--- src/rtl/psis_pkg.sv ---
package psis_pkg;
  typedef enum logic [1:0] {
    SEL_CAUSE = 2'd0,
    SEL_MASK  = 2'd1,
    SEL_USER  = 2'd2,
    SEL_EN    = 2'd3
  } reg_sel_e;
endpackage

--- src/rtl/psis_cause_bank.sv ---
module psis_cause_bank #(
  parameter int NUM_CAUSE = 4
) (
  input  logic                 clk,
  input  logic                 rst_n,
  input  logic [NUM_CAUSE-1:0] evt_i,
  input  logic [NUM_CAUSE-1:0] clr_i,
  output logic [NUM_CAUSE-1:0] cause_o
);
  for (genvar g = 0; g < NUM_CAUSE; g++) begin : g_bit
    logic bit_q;
    always_ff @(posedge clk) begin
      if (!rst_n)          bit_q <= 1'b0;
      else if (evt_i[g])   bit_q <= 1'b1;   // set has priority over clear
      else if (clr_i[g])   bit_q <= 1'b0;
    end
    assign cause_o[g] = bit_q;
  end
endmodule

--- src/rtl/psis_ctrl_regs.sv ---
module psis_ctrl_regs
  import psis_pkg::*;
#(
  parameter int NUM_CAUSE = 4,
  parameter int USER_W    = 4,
  parameter int DATA_W    = 8
) (
  input  logic                 clk,
  input  logic                 rst_n,
  input  logic                 wr_i,
  input  logic [1:0]           addr_i,
  input  logic [DATA_W-1:0]    wdata_i,
  output logic [NUM_CAUSE-1:0] clr_o,
  output logic [NUM_CAUSE-1:0] mask_o,
  output logic [USER_W-1:0]    user_o,
  output logic                 en_o
);
  reg_sel_e sel;
  assign sel   = reg_sel_e'(addr_i);
  assign clr_o = (wr_i && sel == SEL_CAUSE) ? wdata_i[NUM_CAUSE-1:0] : '0;

  always_ff @(posedge clk) begin
    if (!rst_n) begin
      mask_o <= '0;
      user_o <= '0;
      en_o   <= 1'b0;
    end else if (wr_i) begin
      case (sel)
        SEL_MASK: mask_o <= wdata_i[NUM_CAUSE-1:0];
        SEL_USER: user_o <= wdata_i[DATA_W-1 -: USER_W];
        SEL_EN:   en_o   <= wdata_i[0];
        default:  ;
      endcase
    end
  end
endmodule

--- src/rtl/psis_readout.sv ---
module psis_readout
  import psis_pkg::*;
#(
  parameter int NUM_CAUSE = 4,
  parameter int USER_W    = 4,
  parameter int AUTO_W    = 4,
  parameter int DATA_W    = 8
) (
  input  logic [1:0]             addr_i,
  input  logic [NUM_CAUSE-1:0]   cause_i,
  input  logic [NUM_CAUSE-1:0]   mask_i,
  input  logic [USER_W-1:0]      user_i,
  input  logic                   en_i,
  input  logic [AUTO_W-1:0]      auto_i,
  output logic [DATA_W-1:0]      rdata_o,
  output logic [USER_W+AUTO_W-1:0] status_o
);
  assign status_o = {user_i, auto_i};

  always_comb begin
    rdata_o = '0;
    case (reg_sel_e'(addr_i))
      SEL_CAUSE: rdata_o[NUM_CAUSE-1:0]   = cause_i;
      SEL_MASK:  rdata_o[NUM_CAUSE-1:0]   = mask_i;
      SEL_USER:  rdata_o[DATA_W-1 -: USER_W] = user_i;
      SEL_EN:    rdata_o[0]               = en_i;
      default:   rdata_o = '0;
    endcase
  end
endmodule

--- src/rtl/psis_irq_gen.sv ---
module psis_irq_gen #(
  parameter int NUM_CAUSE = 4
) (
  input  logic [NUM_CAUSE-1:0] cause_i,
  input  logic [NUM_CAUSE-1:0] mask_i,
  input  logic                 en_i,
  output logic                 irq_o
);
  logic [NUM_CAUSE-1:0] armed;
  assign armed = cause_i & mask_i;
  assign irq_o = en_i & (|armed);
endmodule

--- src/rtl/psis_top.sv ---
module psis_top #(
  parameter int NUM_CAUSE = 4,
  parameter int USER_W    = 4,
  parameter int AUTO_W    = 4,
  parameter int DATA_W    = 8,
  localparam int STAT_W   = USER_W + AUTO_W
) (
  input  logic                 clk,
  input  logic                 rst_n,
  input  logic [NUM_CAUSE-1:0] evt_i,
  input  logic [AUTO_W-1:0]    auto_stat_i,
  input  logic                 reg_wr_i,
  input  logic [1:0]           reg_addr_i,
  input  logic [DATA_W-1:0]    reg_wdata_i,
  output logic [DATA_W-1:0]    reg_rdata_o,
  output logic [STAT_W-1:0]    host_status_o,
  output logic                 irq_o
);
  logic [NUM_CAUSE-1:0] cause_q, mask_q, clr_vec;
  logic [USER_W-1:0]    user_q;
  logic                 en_q;

  psis_ctrl_regs #(.NUM_CAUSE(NUM_CAUSE), .USER_W(USER_W), .DATA_W(DATA_W)) u_regs (
    .clk(clk), .rst_n(rst_n), .wr_i(reg_wr_i), .addr_i(reg_addr_i),
    .wdata_i(reg_wdata_i), .clr_o(clr_vec), .mask_o(mask_q),
    .user_o(user_q), .en_o(en_q)
  );

  psis_cause_bank #(.NUM_CAUSE(NUM_CAUSE)) u_bank (
    .clk(clk), .rst_n(rst_n), .evt_i(evt_i), .clr_i(clr_vec), .cause_o(cause_q)
  );

  psis_irq_gen #(.NUM_CAUSE(NUM_CAUSE)) u_irq (
    .cause_i(cause_q), .mask_i(mask_q), .en_i(en_q), .irq_o(irq_o)
  );

  psis_readout #(.NUM_CAUSE(NUM_CAUSE), .USER_W(USER_W), .AUTO_W(AUTO_W),
                 .DATA_W(DATA_W)) u_rd (
    .addr_i(reg_addr_i), .cause_i(cause_q), .mask_i(mask_q), .user_i(user_q),
    .en_i(en_q), .auto_i(auto_stat_i), .rdata_o(reg_rdata_o),
    .status_o(host_status_o)
  );
endmodule

--- config.mk ---
export PLATFORM = sky130hd
export DESIGN_NAME = psis_top
export DESIGN_NICKNAME = d
export VERILOG_FILES = /design/src/rtl/psis_pkg.sv /design/src/rtl/psis_cause_bank.sv /design/src/rtl/psis_ctrl_regs.sv /design/src/rtl/psis_readout.sv /design/src/rtl/psis_irq_gen.sv /design/src/rtl/psis_top.sv
export SDC_FILE = /design/constraint.sdc
export NUM_CORES = 1
export LEC_CHECK = 0
export BUFFER_PORTS_ARGS = -buffer_cell sky130_fd_sc_hd__buf_2
export CORE_ASPECT_RATIO = 0.75
export CORE_MARGIN = 2
export CORE_UTILIZATION = 38
export DETAILED_ROUTE_END_ITERATION = 8
export PLACE_DENSITY = 0.75
export SYNTH_ARGS = -nofsm -noshare
export SYNTH_HDL_FRONTEND = slang
export SYNTH_SLANG_ARGS = --single-unit
--- constraint.sdc ---
create_clock -name clk -period 0.9 [get_ports clk]
set_input_delay 0.18 -clock clk [delete_from_list [all_inputs] [get_ports clk]]
set_output_delay 0.18 -clock clk [all_outputs]
set_load 0.05 [all_outputs]
# After elaboration in Yosys (flattened, before gate mapping)
# Index checks and enable logic that the tools add are counted.
# totals
register_bits,13
in_bits,21
out_inout_bits,17
word_cells,34
# classes
n_eq_ne,3
n_mux,12
n_bitwise,2
n_reduce_logical,10
# op_table
op,n
$mux 1,8
$mux 4,2
$reduce_bool 2->1,4
$pmux 3 s2,1
$reduce_and 2->1,3
$and 4x4->4,1
$eq 2x2->1 const B,2
$reduce_or 4->1,1
$pmux 1 s3,1
$eq 2x1->1 const B,1
$logic_not 2->1,1
$and 1x1->1,1
$logic_and 1x1->1,1

# Longest topological paths before layout
# depth
ltp_word,5
mapped_depth,4
mapped_depth_nobuf,2

# Modules after synthesis
# A second synthesis with hierarchy kept.
# unflattened
cells_unflattened,89
area_unflattened_um2,794.5
# by_module_without_submodules
module,instances,cells_per_inst,area_each_um2,seq_area_each_um2
psis_ctrl_regs,1,47,411.6,180.2
psis_cause_bank,1,16,195.2,80.1
psis_readout,1,23,165.2,0.0
psis_irq_gen,1,3,22.5,0.0

# Least setup slack after synthesis
# No wires, ideal clock.
# synth_path
path_type,flip-flop to output port
startpoint,reg u_regs.mask_o[0]
endpoint,out irq_o
arrival_ns,1.550
t_required_ns,0.720
slack_ns,-0.830
stages_incl_launch_ff,3
n_path_buf,0
path_cell_list,dfxtp_1 > a22oi_1 > a21boi_0
# synth_between
elab_chain_len,3
# synth_rtl
item,line_no,source
from (decl),psis_ctrl_regs.sv:14,"output logic [NUM_CAUSE-1:0] mask_o,"
from (signal assigned),psis_ctrl_regs.sv:29,SEL_MASK: mask_o <= wdata_i[NUM_CAUSE-1:0];
$and 4x4->4,psis_irq_gen.sv:10,assign armed = cause_i & mask_i;
$reduce_or 4->1,psis_irq_gen.sv:11,assign irq_o = en_i & (|armed);
$and 1x1->1,psis_irq_gen.sv:11,
to (decl),psis_top.sv:17,output logic irq_o
# No other way between the ends.

# Final worst setup path
# layout_path
startpoint,reg u_regs.mask_o[3]
endpoint,out irq_o
# The elaborated chain is that of the path after synthesis.

==> out/qor.txt <==
========================================================================================
Cell variety after synth                                                              18
Antenna viol nets, final                                                               0
Peak VDD IR                                                                     0.847 mV
HPWL after detailed placement                                                    1.21 mm
Maximum number of pins on one net before global-route repair                          20
Count of vias placed by the detailed router                                          667
Worst Setup End Kind                                                         output port
Cell type with the highest aggregate area in the netlist                         dfxtp_1
CP arrival                                                                       1.09 ns
Shortest clock period the worst path allows after layout                         1.27 ns
Status                                                                      finished with violations
Most common flop cell mapped by yosys                                            dfxtp_1
Gate count of the mapped netlist                                                      82
Total CTS buffers                                                                      3
Global Route Usage Sum                                                             17.4%
Routability congestion estimate                                                    0.742
Count of synthesis-stage warnings from yosys                                           0
Slew at the pin closest to its max-slew limit                                   0.271 ns
Crit-path max FO                                                                       3
Area of the die                                                              0.00222 mm2
Die width                                                                        53.7 um
Layout net count                                                                     137
Cell area after synthesis                                                        704 um2
Max stage delay cell, worst path                                                 dfxtp_2
Fmax                                                                             785 MHz
Area of the core                                                             0.00174 mm2
Ordered list of cells on the worst path                                     a22oi_2, a21boi_4, buf_6
Ratio of cells with drive above 1 in the final layout                              60.9%
CTS root buf                                                                    clkbuf_4
Number of hold violations in the final report                                          0
Share of synthesized flip-flops with an asynchronous set or reset                     0%
Slowest cell delay on critical path                                              0.35 ns
Flip-flop and latch count after synthesis                                             13
Most common cell in the netlist                                                  nand2_1
Portion of the clock cycle consumed by the worst path in the final layout           141%
Count of flip-flops with a built-in enable after synthesis                             0
Num Clock Sinks                                                                       13
Static leakage power                                                            0.500 nW
Hold crit path type                                                         input port to flop
DRC                                                                                    0
Top cells by area, synth                                                    dfxtp_1 (37%), mux2i_1 (18%), nand2_1 (9.1%)
Tot Pwr                                                                          1.33 mW
Failing checks                                                              setup timing
Rows                                                                                  13
Detailed-route vias per instance                                                    4.87
Power per cell area                                                          1130 mW/mm2
Antenna Diode Count                                                                    0
Initial antenna violation count                                                        0
Post-Synthesis Net Count                                                             103
CTS tree                                                                             yes
Depth of the CTS H-tree                                                                1
Number of search-and-repair iterations in the first detailed-routing pass              4
Startpoint-to-endpoint class of the critical path                           flop to output port
Bufs on Longest Clock Path                                                             2
Final count of negative-setup-slack endpoints                                         13
Vertical die dimension                                                           41.3 um
Gr ovfl total                                                                          0
Setup repair after global routing missed its margin                                 true
Number of violations of the max-capacitance limit                                      0
Global-route wire length before repair                                           2.63 mm
Area fraction of the dominant cell type after synthesis                            36.9%
Wire per inst                                                                    13.6 um
Final TNS setup                                                                 -2.91 ns
Number of fill cells                                                                 131
Skew final                                                                          0 ns
Worst slew margin                                                                  81.9%
Post-layout worst setup margin                                                 -0.373 ns
Number of slew-limit violations in the final report                                    0
Initial Utilization                                                                40.5%
Avg Synthesized Cell Area                                                       8.59 um2
Number of I/O pins                                                                    38
Relative area change from synthesis to final layout                                66.6%
CTS clk-pin slew, worst paths                                                    0.08 ns
CP startpoint kind                                                                  flop
Worst EP required                                                                0.72 ns
Commonest cells post-synth                                                  nand2_1 (17), dfxtp_1 (13), mux2i_1 (13)
Later-pin clock latency in the skew report                                       0.27 ns
Worst Hold Slack                                                               0.0966 ns
1st-iter DRT viols                                                                     6
Area taken by multi-input logic gates                                            453 um2
Total of hold buffers inserted after clock tree synthesis                              0
Register area                                                                    290 um2
Sequential area share after synthesis                                              36.9%
Final Routed Wirelength                                                          1.86 mm
Via count of the first global-routing pass                                           611
Input/output buffers                                                                  29
========================================================================================
-- worst max-delay path, delay by kind of cell, from the launching register on --
family / cells / cell delay, ns
buf+inv: 1 / 0.16
compound gates: 2 / 0.31
flops: 1 / 0.35
-- what timing repair did --
action	in CTS	in global routing
setup buffers	0	6
setup endpoints to repair	13	13
pin swaps	2	3
gates resized for setup	44	15
-- cell usage in the layout (no fill, tap or decap) --
cell type	count
dfxtp_1	1
buf_4	6
clkbuf_1	1
nand3_1	2
o21ai_4	1
a31oi_1	4
dfxtp_2	6
buf_6	9
and3b_1	2
o21ai_0	4
buf_12	1
inv_1	4
a22oi_2	2
mux2i_1	9
buf_8	8
mux2i_2	1
a21boi_4	1
and2_4	4
nor3b_1	1
mux2i_4	3
and2b_2	1
buf_2	15
nand2_1	17
dfxtp_4	6
clkbuf_4	3
nor2_4	3
-- power breakdown --
group / total, mW / internal, mW / leakage [nW] / switching (mW)
combinational: 0.338 / 0.163 / 0.372 / 0.175
sequential: 0.628 / 0.595 / 0.113 / 0.0331
clock: 0.364 / 0.172 / 0.0150 / 0.193
total: 1.33 / 0.929 / 0.500 / 0.400
-- routing by layer --
layer	up-vias	wire [um]	global-route usage, %
met3	2	94	6.20
met4	0	21	1.92
met1	303	738	19.5
met5	-	0	0
li1	340	-	-
met2	22	1010	32.9
-- logic make-up after synthesis --
logic type / after synthesis / synth area share (%)
compound gates: 12 / 10.3
flops: 13 / 36.9
buf+inv: 14 / 14.0
mux: 13 / 18.5
simple gates: 30 / 20.2
-- layout make-up --
type	count	area share, %
multi-input combinational	55	38.6
clock buffer	4	2.24
sequential	13	24.7
tap	22	2.35
timing repair buffer	39	30.8
inverter	4	1.28
-- final timing paths --
check / from / end / slack, ns / cells after the start
max: u_regs.mask_o[3] / irq_o / -0.37 / 3
min: reg_wdata_i[1] / u_bank.g_bit[1].bit_q / 0.1 / 2
max reg2reg: u_regs.user_o[2] / u_regs.user_o[2] / 0.08 / 4
min reg2reg: u_regs.en_o / u_regs.en_o / 0.49 / 2
-- sequential cells by signal, summed over array words and instances (netlist names) --
| signal | cells |
|---|---|
| u_regs.en_o | 1 |
| u_regs.mask_o | 4 |
| u_bank.g_bit.bit_q | 4 |
| u_regs.user_o | 4 |
-- per-stage QoR --
step                      setup WS, ns  utilization (%)  std cells  area [um2]
after global routing            -0.408             67.4        137        1170
after CTS                       -0.377             61.0        131        1060
after detailed placement        -0.308             52.0        127         906
after global placement          -0.284             52.0        127         906
final                           -0.373             67.4        137        1170
after floorplan                -0.0818                -         82         783
(Power assumes the default switching activity.)
